### src/rtl/spc_pkg.sv
package spc_pkg;

   typedef enum logic [1:0] {
      RS_MID    = 2'b00,
      RS_HI     = 2'b01,
      RS_LO     = 2'b10,
      RS_LO_ALT = 2'b11
   } ref_sel_e;

   function automatic int max3(input int a, input int b, input int c);
      int m;
      m = a;
      if (b > m) m = b;
      if (c > m) m = c;
      return m;
   endfunction

endpackage

### src/rtl/spc_fb_div.sv
module spc_fb_div #(
   parameter int N_W = 15
) (
   input  logic           clk,
   input  logic           rst_n,
   input  logic           clr,
   input  logic           en,
   input  logic [N_W-1:0] ratio,
   output logic           tick
);
   logic [N_W-1:0] cnt;
   logic [N_W-1:0] lim;

   // ratio 0 and 1 both give an edge on every strobe
   always_comb lim = (ratio <= N_W'(1)) ? '0 : ratio - N_W'(1);

   always_ff @(posedge clk or negedge rst_n) begin
      if (!rst_n) begin
         cnt  <= '0;
         tick <= 1'b0;
      end else if (clr) begin
         cnt  <= '0;
         tick <= 1'b0;
      end else begin
         tick <= en && (cnt >= lim);
         if (en) cnt <= (cnt >= lim) ? '0 : cnt + N_W'(1);
      end
   end
endmodule

### src/rtl/spc_ref_div.sv
module spc_ref_div #(
   parameter int DIV_LO  = 512,
   parameter int DIV_MID = 640,
   parameter int DIV_HI  = 1024
) (
   input  logic       clk,
   input  logic       rst_n,
   input  logic       clr,
   input  logic       en,
   input  logic [1:0] sel,
   output logic       tick
);
   import spc_pkg::*;

   localparam int CW = $clog2(max3(DIV_LO, DIV_MID, DIV_HI));

   logic [CW-1:0] cnt;
   logic [CW-1:0] lim;

   always_comb begin
      case (ref_sel_e'(sel))
         RS_MID:  lim = CW'(DIV_MID - 1);
         RS_HI:   lim = CW'(DIV_HI - 1);
         default: lim = CW'(DIV_LO - 1);
      endcase
   end

   always_ff @(posedge clk or negedge rst_n) begin
      if (!rst_n) begin
         cnt  <= '0;
         tick <= 1'b0;
      end else if (clr) begin
         cnt  <= '0;
         tick <= 1'b0;
      end else begin
         tick <= en && (cnt >= lim);
         if (en) cnt <= (cnt >= lim) ? '0 : cnt + CW'(1);
      end
   end
endmodule

### src/rtl/spc_pfd.sv
module spc_pfd (
   input  logic clk,
   input  logic rst_n,
   input  logic clr,
   input  logic ref_tick,
   input  logic fb_tick,
   output logic up,
   output logic dn
);
   logic up_nx, dn_nx;

   always_comb begin
      up_nx = up | ref_tick;
      dn_nx = dn | fb_tick;
      // mutual clear: both set means both edges seen, end the pulse
      if (up_nx && dn_nx) begin
         up_nx = 1'b0;
         dn_nx = 1'b0;
      end
   end

   always_ff @(posedge clk or negedge rst_n) begin
      if (!rst_n) begin
         up <= 1'b0;
         dn <= 1'b0;
      end else if (clr) begin
         up <= 1'b0;
         dn <= 1'b0;
      end else begin
         up <= up_nx;
         dn <= dn_nx;
      end
   end
endmodule

### src/rtl/spc_lock.sv
module spc_lock #(
   parameter int LOCK_CNT    = 4,
   parameter int WIDTH_LIMIT = 2
) (
   input  logic clk,
   input  logic rst_n,
   input  logic clr,
   input  logic ref_en,
   input  logic ref_tick,
   input  logic up,
   input  logic dn,
   output logic locked
);
   localparam int GW = $clog2(LOCK_CNT + 1);

   logic          active;
   logic          long_now;
   logic          bad;
   logic [GW-1:0] good;

   assign active = up | dn;

   generate
      if (WIDTH_LIMIT == 1) begin : g_any
         assign long_now = active & ref_en;
      end else begin : g_count
         localparam int WW = $clog2(WIDTH_LIMIT + 1);
         logic [WW-1:0] wcnt;
         assign long_now = active & ref_en & (wcnt == WW'(WIDTH_LIMIT - 1));
         always_ff @(posedge clk or negedge rst_n) begin
            if (!rst_n)                                      wcnt <= '0;
            else if (clr || !active)                         wcnt <= '0;
            else if (ref_en && wcnt != WW'(WIDTH_LIMIT - 1)) wcnt <= wcnt + WW'(1);
         end
      end
   endgenerate

   always_ff @(posedge clk or negedge rst_n) begin
      if (!rst_n) begin
         bad  <= 1'b0;
         good <= '0;
      end else if (clr) begin
         bad  <= 1'b0;
         good <= '0;
      end else if (ref_tick) begin
         bad <= 1'b0;
         if (bad || long_now)           good <= '0;
         else if (good != GW'(LOCK_CNT)) good <= good + GW'(1);
      end else if (long_now) begin
         bad <= 1'b1;
      end
   end

   assign locked = (good == GW'(LOCK_CNT));
endmodule

### src/rtl/synth_pfd_core.sv
module synth_pfd_core #(
   parameter int N_W         = 15,
   parameter int DIV_LO      = 512,
   parameter int DIV_MID     = 640,
   parameter int DIV_HI      = 1024,
   parameter int LOCK_CNT    = 4,
   parameter int WIDTH_LIMIT = 2
) (
   input  logic           clk,
   input  logic           rst_n,
   input  logic           rf_en,
   input  logic           ref_en,
   input  logic           cfg_load,
   input  logic [N_W-1:0] cfg_ratio,
   input  logic [1:0]     cfg_refsel,
   input  logic           cfg_cp,
   input  logic           cfg_auto,
   output logic           pump_up,
   output logic           pump_dn,
   output logic           cp_hi,
   output logic           acp,
   output logic           lock_n,
   output logic           tune_en
);
   generate
      if (N_W < 2 || N_W > 15) begin : g_bad_nw
         $error("synth_pfd_core: N_W must lie in 2..15");
      end
      if (DIV_LO < 2 || DIV_MID < 2 || DIV_HI < 2) begin : g_bad_div
         $error("synth_pfd_core: reference ratios must be at least 2");
      end
      if (LOCK_CNT < 1 || WIDTH_LIMIT < 1) begin : g_bad_lock
         $error("synth_pfd_core: lock parameters must be at least 1");
      end
   endgenerate

   logic [N_W-1:0] ratio_q;
   logic [1:0]     refsel_q;
   logic           cp_q, auto_q, tune_q;
   logic           ref_tick, rf_tick, locked;

   always_ff @(posedge clk or negedge rst_n) begin
      if (!rst_n) begin
         ratio_q  <= '0;
         refsel_q <= 2'b00;
         cp_q     <= 1'b1;
         auto_q   <= 1'b0;
         tune_q   <= 1'b0;
      end else if (cfg_load) begin
         ratio_q  <= cfg_ratio;
         refsel_q <= cfg_refsel;
         cp_q     <= cfg_cp;
         auto_q   <= cfg_auto;
         tune_q   <= 1'b1;
      end
   end

   spc_fb_div #(.N_W(N_W)) u_fb (
      .clk(clk), .rst_n(rst_n), .clr(cfg_load), .en(rf_en),
      .ratio(ratio_q), .tick(rf_tick)
   );

   spc_ref_div #(.DIV_LO(DIV_LO), .DIV_MID(DIV_MID), .DIV_HI(DIV_HI)) u_ref (
      .clk(clk), .rst_n(rst_n), .clr(cfg_load), .en(ref_en),
      .sel(refsel_q), .tick(ref_tick)
   );

   spc_pfd u_pfd (
      .clk(clk), .rst_n(rst_n), .clr(cfg_load),
      .ref_tick(ref_tick), .fb_tick(rf_tick),
      .up(pump_up), .dn(pump_dn)
   );

   spc_lock #(.LOCK_CNT(LOCK_CNT), .WIDTH_LIMIT(WIDTH_LIMIT)) u_lock (
      .clk(clk), .rst_n(rst_n), .clr(cfg_load), .ref_en(ref_en),
      .ref_tick(ref_tick), .up(pump_up), .dn(pump_dn), .locked(locked)
   );

   assign lock_n  = ~locked;
   assign acp     = ~(auto_q & locked);
   assign cp_hi   = cp_q & acp;
   assign tune_en = tune_q;
endmodule

### config.mk
export PLATFORM = sky130hd
export DESIGN_NAME = synth_pfd_core
export DESIGN_NICKNAME = d
export VERILOG_FILES = /design/src/rtl/spc_pkg.sv /design/src/rtl/spc_fb_div.sv /design/src/rtl/spc_ref_div.sv /design/src/rtl/spc_pfd.sv /design/src/rtl/spc_lock.sv /design/src/rtl/synth_pfd_core.sv
export SDC_FILE = /design/constraint.sdc
export NUM_CORES = 1
export LEC_CHECK = 0
export CORE_ASPECT_RATIO = 1.75
export CORE_MARGIN = 5
export CORE_UTILIZATION = 45
export CTS_CLUSTER_DIAMETER = 80
export DETAILED_ROUTE_END_ITERATION = 8
export MAX_ROUTING_LAYER = met4
export PLACE_DENSITY = 0.68
export SETUP_SLACK_MARGIN = 0.1
export SYNTH_ARGS = -nofsm -noshare
export SYNTH_HDL_FRONTEND = slang
export SYNTH_SLANG_ARGS = --single-unit
### constraint.sdc
create_clock -name clk -period 5.2 [get_ports clk]
set_input_delay 0.52 -clock clk [delete_from_list [all_inputs] [get_ports clk]]
set_output_delay 0.52 -clock clk [all_outputs]
set_load 0.05 [all_outputs]
Word level (Yosys, flattened, before mapping)
Cells that the tools add are included.
Storage, ports and cells
  output and inout bits: 6
  register bits after elaboration: 55
  memory bits (writable): 0
  memories: 0
  bits in latches: 0
  input port bits: 24
  ROM bits: 0
Operators by class
  multiplexer cells: 23
  reductions and logical operators: 15
  shift operators: 0
  multiply operators: 0
  add/subtract/negate cells: 5
  div/mod/pow operators: 0
  bitwise gates (word level): 9
  order comparisons: 3
  equal/unequal tests: 5
Operators with widths (count)
  two-way mux 15 bit: 4
  two-way mux 10 bit: 3
  case mux 10 bit (2 select lines): 1
  adder 15 x 1 -> 15 bit, second input constant: 1
  greater-or-equal comparator 15 bit: 1
  less-or-equal comparator 15 x 1 -> 1 bit, second input constant: 1
  subtractor 15 x 1 -> 15 bit, second input constant: 1
  two-way mux 3 bit: 4
  adder 10 x 1 -> 10 bit, second input constant: 1
  greater-or-equal comparator 10 bit: 1
  two-way mux 1 bit: 9
  nonzero test 2 bit: 4
  nonzero test 3 bit: 2
  bitwise AND 1 bit: 4
  equality test 2 x 1 -> 1 bit, second input constant: 2
  logical AND 1 bit: 4
  two-way mux 2 bit: 2
  adder 3 x 1 -> 3 bit, second input constant: 1
  equality test 3 bit, second input constant: 1
  != test 3 bit, second input constant: 1
  bitwise OR 1 bit: 3
  adder 2 x 1 -> 2 bit, second input constant: 1
  logical NOT 2 bit: 1
  logical OR 1 bit: 2
  other kinds (4): 5

Depth between registers and ports, before layout
  depth in word-level cells: 7
  gate-level depth with buffers: 13
  gate-level depth less buffers: 12

By module
Synthesis repeated with hierarchy kept, for this count alone.
Second synthesis, totals
  cell total of the unflattened synthesis: 358
  area, all modules: 3494.6 um^2
Modules (own cells, without submodules)
  spc_fb_div: instances 1, area each 1503.9 um^2, cells an instance 188
  synth_pfd_core: instances 1, area each 830.8 um^2, cells an instance 45
  spc_ref_div: instances 1, area each 726.9 um^2, cells an instance 83
  spc_lock: instances 1, area each 362.8 um^2, cells an instance 36
  spc_pfd: instances 1, area each 70.1 um^2, cells an instance 6

Least setup slack after synthesis
Ideal clock, no wire load.
  path type: register to register
  from: reg ratio_q[6]
  to: reg u_fb.cnt[4]
  data required time: 5117 ps
  setup slack: 1786 ps
  arrival time: 3331 ps
  clock period less this slack: 3414 ps
  stages on the path, launching flop included: 13
  library setup time: 83 ps
  cell sequence: dfrtp_1 or4_4 nor4_2 or3b_1 xnor2_1 nand2_1 ha_1 a211oi_1 o21bai_1 a2111oi_0 nand2_1 clkbuf_1 o21ai_0
Between the ends
  word-level cells in the longest chain between the ends: 6
Ends and longest elaborated chain
  from (decl): RTL line synth_pfd_core.sv:37  | logic [N_W-1:0] ratio_q;
  from (signal assigned): RTL line synth_pfd_core.sv:50  | ratio_q <= cfg_ratio;
  subtractor 15 x 1 -> 15 bit or less-or-equal comparator 15 x 1 -> 1 bit (tied branches): RTL line spc_fb_div.sv:15  | always_comb lim = (ratio <= N_W'(1)) ? '0 : ratio - N_W'(1);
  two-way mux 15 bit (*): RTL line spc_fb_div.sv:15
  greater-or-equal comparator 15 bit (*): RTL line spc_fb_div.sv:26  | if (en) cnt <= (cnt >= lim) ? '0 : cnt + N_W'(1);
  two-way mux 15 bit (*) (2 in series): RTL line spc_fb_div.sv:26
  two-way mux 15 bit (*): RTL line spc_fb_div.sv:21  | end else if (clr) begin
  to (signal assigned): RTL line spc_fb_div.sv:26
  to (decl): RTL line spc_fb_div.sv:11  | logic [N_W-1:0] cnt;
Mark *: on every way between the ends. The rest lies on a longest branch, timed or not. The select of a mux whose other input is x is not followed.
A chain may end at the register's enable or synchronous reset.

Final worst setup path
  from: reg ratio_q[6]
  to: reg u_fb.cnt[11]
The elaborated chain is that of the path after synthesis.

==> impl_metrics.py <==
metrics = {
    "synth": {
        "syn_nets": 386,
        "synth_top_area_share": 0.4170,
        "synthTopCellsByCount": "dfrtp_1 (54), nand2_1 (47), nor2_1 (29)",
        "synth.distinct_cells": 45,
        "mappedNetlistArea_um2": 3241,
        "synth_warnings": 0,
        "ys_ff_latch": 55,
        "avgSynthCellArea_um2": 9.616,
        "synth.area.top_cells": "dfrtp_1 (42%), ha_1 (9.7%), mux2_2 (6.3%)",
        "post-synth-top-area-cell": "dfrtp_1",
        "synth_edf_count": 0,
        "seq_area_frac_synth": 0.4251,
        "synth_most_common_cell": "dfrtp_1",
        "synth_cells": 337,
        "synthArstFlopShare": 1.000,
        "ys.flop_type": "dfrtp_1",
    },
    "die": {
        "rows": 41,
        "die_w_um": 74.15,
        "start_util": 0.4545,
        "die_y_um": 122.3,
        "core_area_um2": 7131,
        "ios": 30,
        "dieArea_um2": 9066,
    },
    "global_route": {
        "grt-busiest-layer": "met2",
        "grt_use_total": 0.1734,
        "antenna_found_initial": 0,
        "grt.met1_usage": 0.1817,
        "use_met3": 0.02541,
        "grt_pass1_vias": 2670,
        "met2_usage": 0.3189,
        "grt_overflow": 0,
        "grt_max_degree": 56,
        "grt_pass1_wl_mm": 12.04,
    },
    "routing": {
        "via_per_inst": 5.642,
        "wire_per_inst_um": 15.60,
        "drt-total-wl_mm": 7.098,
        "drc_errors": 0,
        "ant_nets": 0,
        "vias": 2567,
        "drt_iter0_drc": 76,
        "drt_pass1_iterations": 4,
    },
    "layout": {
        "final_cells": 455,
        "layout-drive-gt1-share": 0.1111,
        "area_delta_synth_final_pct": 16.37,
        "finalCoreUtilization": 0.5289,
        "diodes": 0,
        "nNetsFinal": 417,
    },
    "clock_network": {
        "clock_sinks": 55,
        "clockBufferDepth": 2,
        "cts_resized": 0,
        "holdBufCountCts": 0,
        "cts_setup_buffers": 0,
        "root_buffer": "clkbuf_16",
        "clk-insertion-delay-late_ns": 0.30,
        "path_clk_slew_ns": 0.07,
        "numCtsBuffers": 5,
        "htree_levels": 2,
        "cts_tree": "built",
    },
    "pwr": {
        "p_leak_nw": 1.620,
        "p_per_area_nw_per_um2": 247.4,
        "worst_ir_drop_vdd_v": 0.0001813,
    },
    "placement": {
        "portBuffers": 29,
        "dp_cells": 447,
        "hpwl_mm": 5.483,
        "place_ws_ns": 1.317,
        "gp_congestion": 0.8424,
    },
    "timing": {
        "min_period_over_period": 0.7576,
        "tns_ns": 0,
        "grt_setup_unrepaired": "false",
        "period_minus_slack_ns": 3.939,
        "worst_pin_slew_ns": 0.8128,
        "setup_ws_ns": 1.261,
        "finalMaxSlewViolations": 0,
        "finalHoldViolations": 0,
        "maxSlewHeadroom": 0.4576,
        "clock-skew-final_ns": 0.004881,
        "setup_viol_count_final": 0,
        "max_freq_mhz": 253.8,
    },
    "setup_path": {
        "cp-start-kind": "register",
        "cp-end-kind": "register",
        "critPathArrivalTime_ns": 4.13,
        "crit_required_ns": 5.40,
        "cp_max_fo": 13,
        "critPathKind": "register to register",
    },
    "flow_run": {
        "max_cap_violations": 0,
    },
    "run_status": {
        "status": "finished clean",
    },
    "hold_path": {
        "min_path_type": "primary input to asynchronous set/reset pin",
    },
}
## through the flow
| step | instance area (um2) | power [mW] | hold WS [ns] |
|---|---|---|---|
| after CTS | 3771 | 0.9405 | 0.3869 |
| final | 3771 | 0.9330 | 0.3554 |
| after global routing | 3771 | 0.9739 | 0.4137 |
| after floorplan | 3241 | 0.5474 | 0.2244 |
| after detailed placement | 3626 | 0.6008 | 0.4493 |
| after global placement | 3626 | 0.5957 | 0.4509 |
## worst paths after layout
kind | from | endpoint | slack, ns | depth (start not counted)
setup / recovery | ratio_q[6]$_DFFE_PN0P_ | u_fb.cnt[11]$_DFFE_PN0P_ | 1.26 | 11
hold / removal | rst_n | u_fb.cnt[11]$_DFFE_PN0P_ | 0.36 | 2
hold reg to reg | tune_en$_DFFE_PN0P_ | tune_en$_DFFE_PN0P_ | 0.48 | 1
max in group asynchronous | rst_n | u_fb.cnt[0]$_DFFE_PN0P_ | 4.38 | 2
setup reg to reg | ratio_q[6]$_DFFE_PN0P_ | u_fb.cnt[11]$_DFFE_PN0P_ | 1.26 | 11
min in group clk | tune_en$_DFFE_PN0P_ | tune_en$_DFFE_PN0P_ | 0.48 | 1
## worst max-delay path, cell delays in order (launching register included)
cell	delay, ns
dfrtp_1	0.42
or4_4	0.59
nor4_2	0.19
or3b_1	0.44
xnor2_1	0.15
nand2_1	0.07
ha_1	0.34
a211oi_1	0.24
o21bai_1	0.12
a2111oi_0	0.52
nand2_1	0.40
a221oi_1	0.36
## state kept, by name, summed over array words and instances (netlist names)
| signal | flops |
|---|---|
| auto_q | 1 |
| u_lock.bad | 1 |
| u_pfd.up | 1 |
| u_fb.tick | 1 |
| u_pfd.dn | 1 |
| ratio_q | 15 |
| tune_en | 1 |
| cp_q | 1 |
| u_ref.cnt | 10 |
| u_lock.good | 3 |
| u_fb.cnt | 15 |
| u_lock.g_count.wcnt | 2 |
| refsel_q | 2 |
| u_ref.tick | 1 |
## layout by cell type, fill, tap and decap left out, types with 4 or more instances in the layout
master	count
mux2i_1	7
inv_1	8
xnor2_1	11
or2_2	5
ha_1	25
nor3_1	12
dfrtp_1	54
xor2_1	10
o21ai_0	18
a31oi_1	4
nand2_1	47
clkbuf_16	5
nand4_1	10
nand3_1	7
clkdlybuf4s50_1	28
mux2_2	18
nor2_1	29
a21oi_1	20
## per-layer routing
layer	routed length (um)	vias to the layer above
met5	0	-
met4	187	0
met3	172	15
met2	4025	38
met1	2712	1247
li1	-	1267
## report_power, final
part | internal (mW) | switching [mW] | total [mW]
combinational | 0.0601 | 0.0632 | 0.123
sequential | 0.445 | 0.0215 | 0.467
clock | 0.181 | 0.162 | 0.343
## cell type report
type | count | area [um2]
tap | 86 | 107.6
multi-input combinational | 266 | 1803
clock buffer | 6 | 128.9
timing repair buffer | 32 | 307.8
inverter | 8 | 30.03
clock inverter | 2 | 16.27
sequential | 55 | 1378
fill | 660 | 3359
## logic make-up after synthesis
group	count (synthesis)	synth area share
and+or+nand+nor	136	0.2081
AOI/OAI and AO/OA	59	0.1108
DFF	55	0.4251
muxes	25	0.08417
adders and majority gates	25	0.09653
xor gates and xnor gates	21	0.05675
buffers and inverters	16	0.01853
Power figures use the tool's default switching activity.
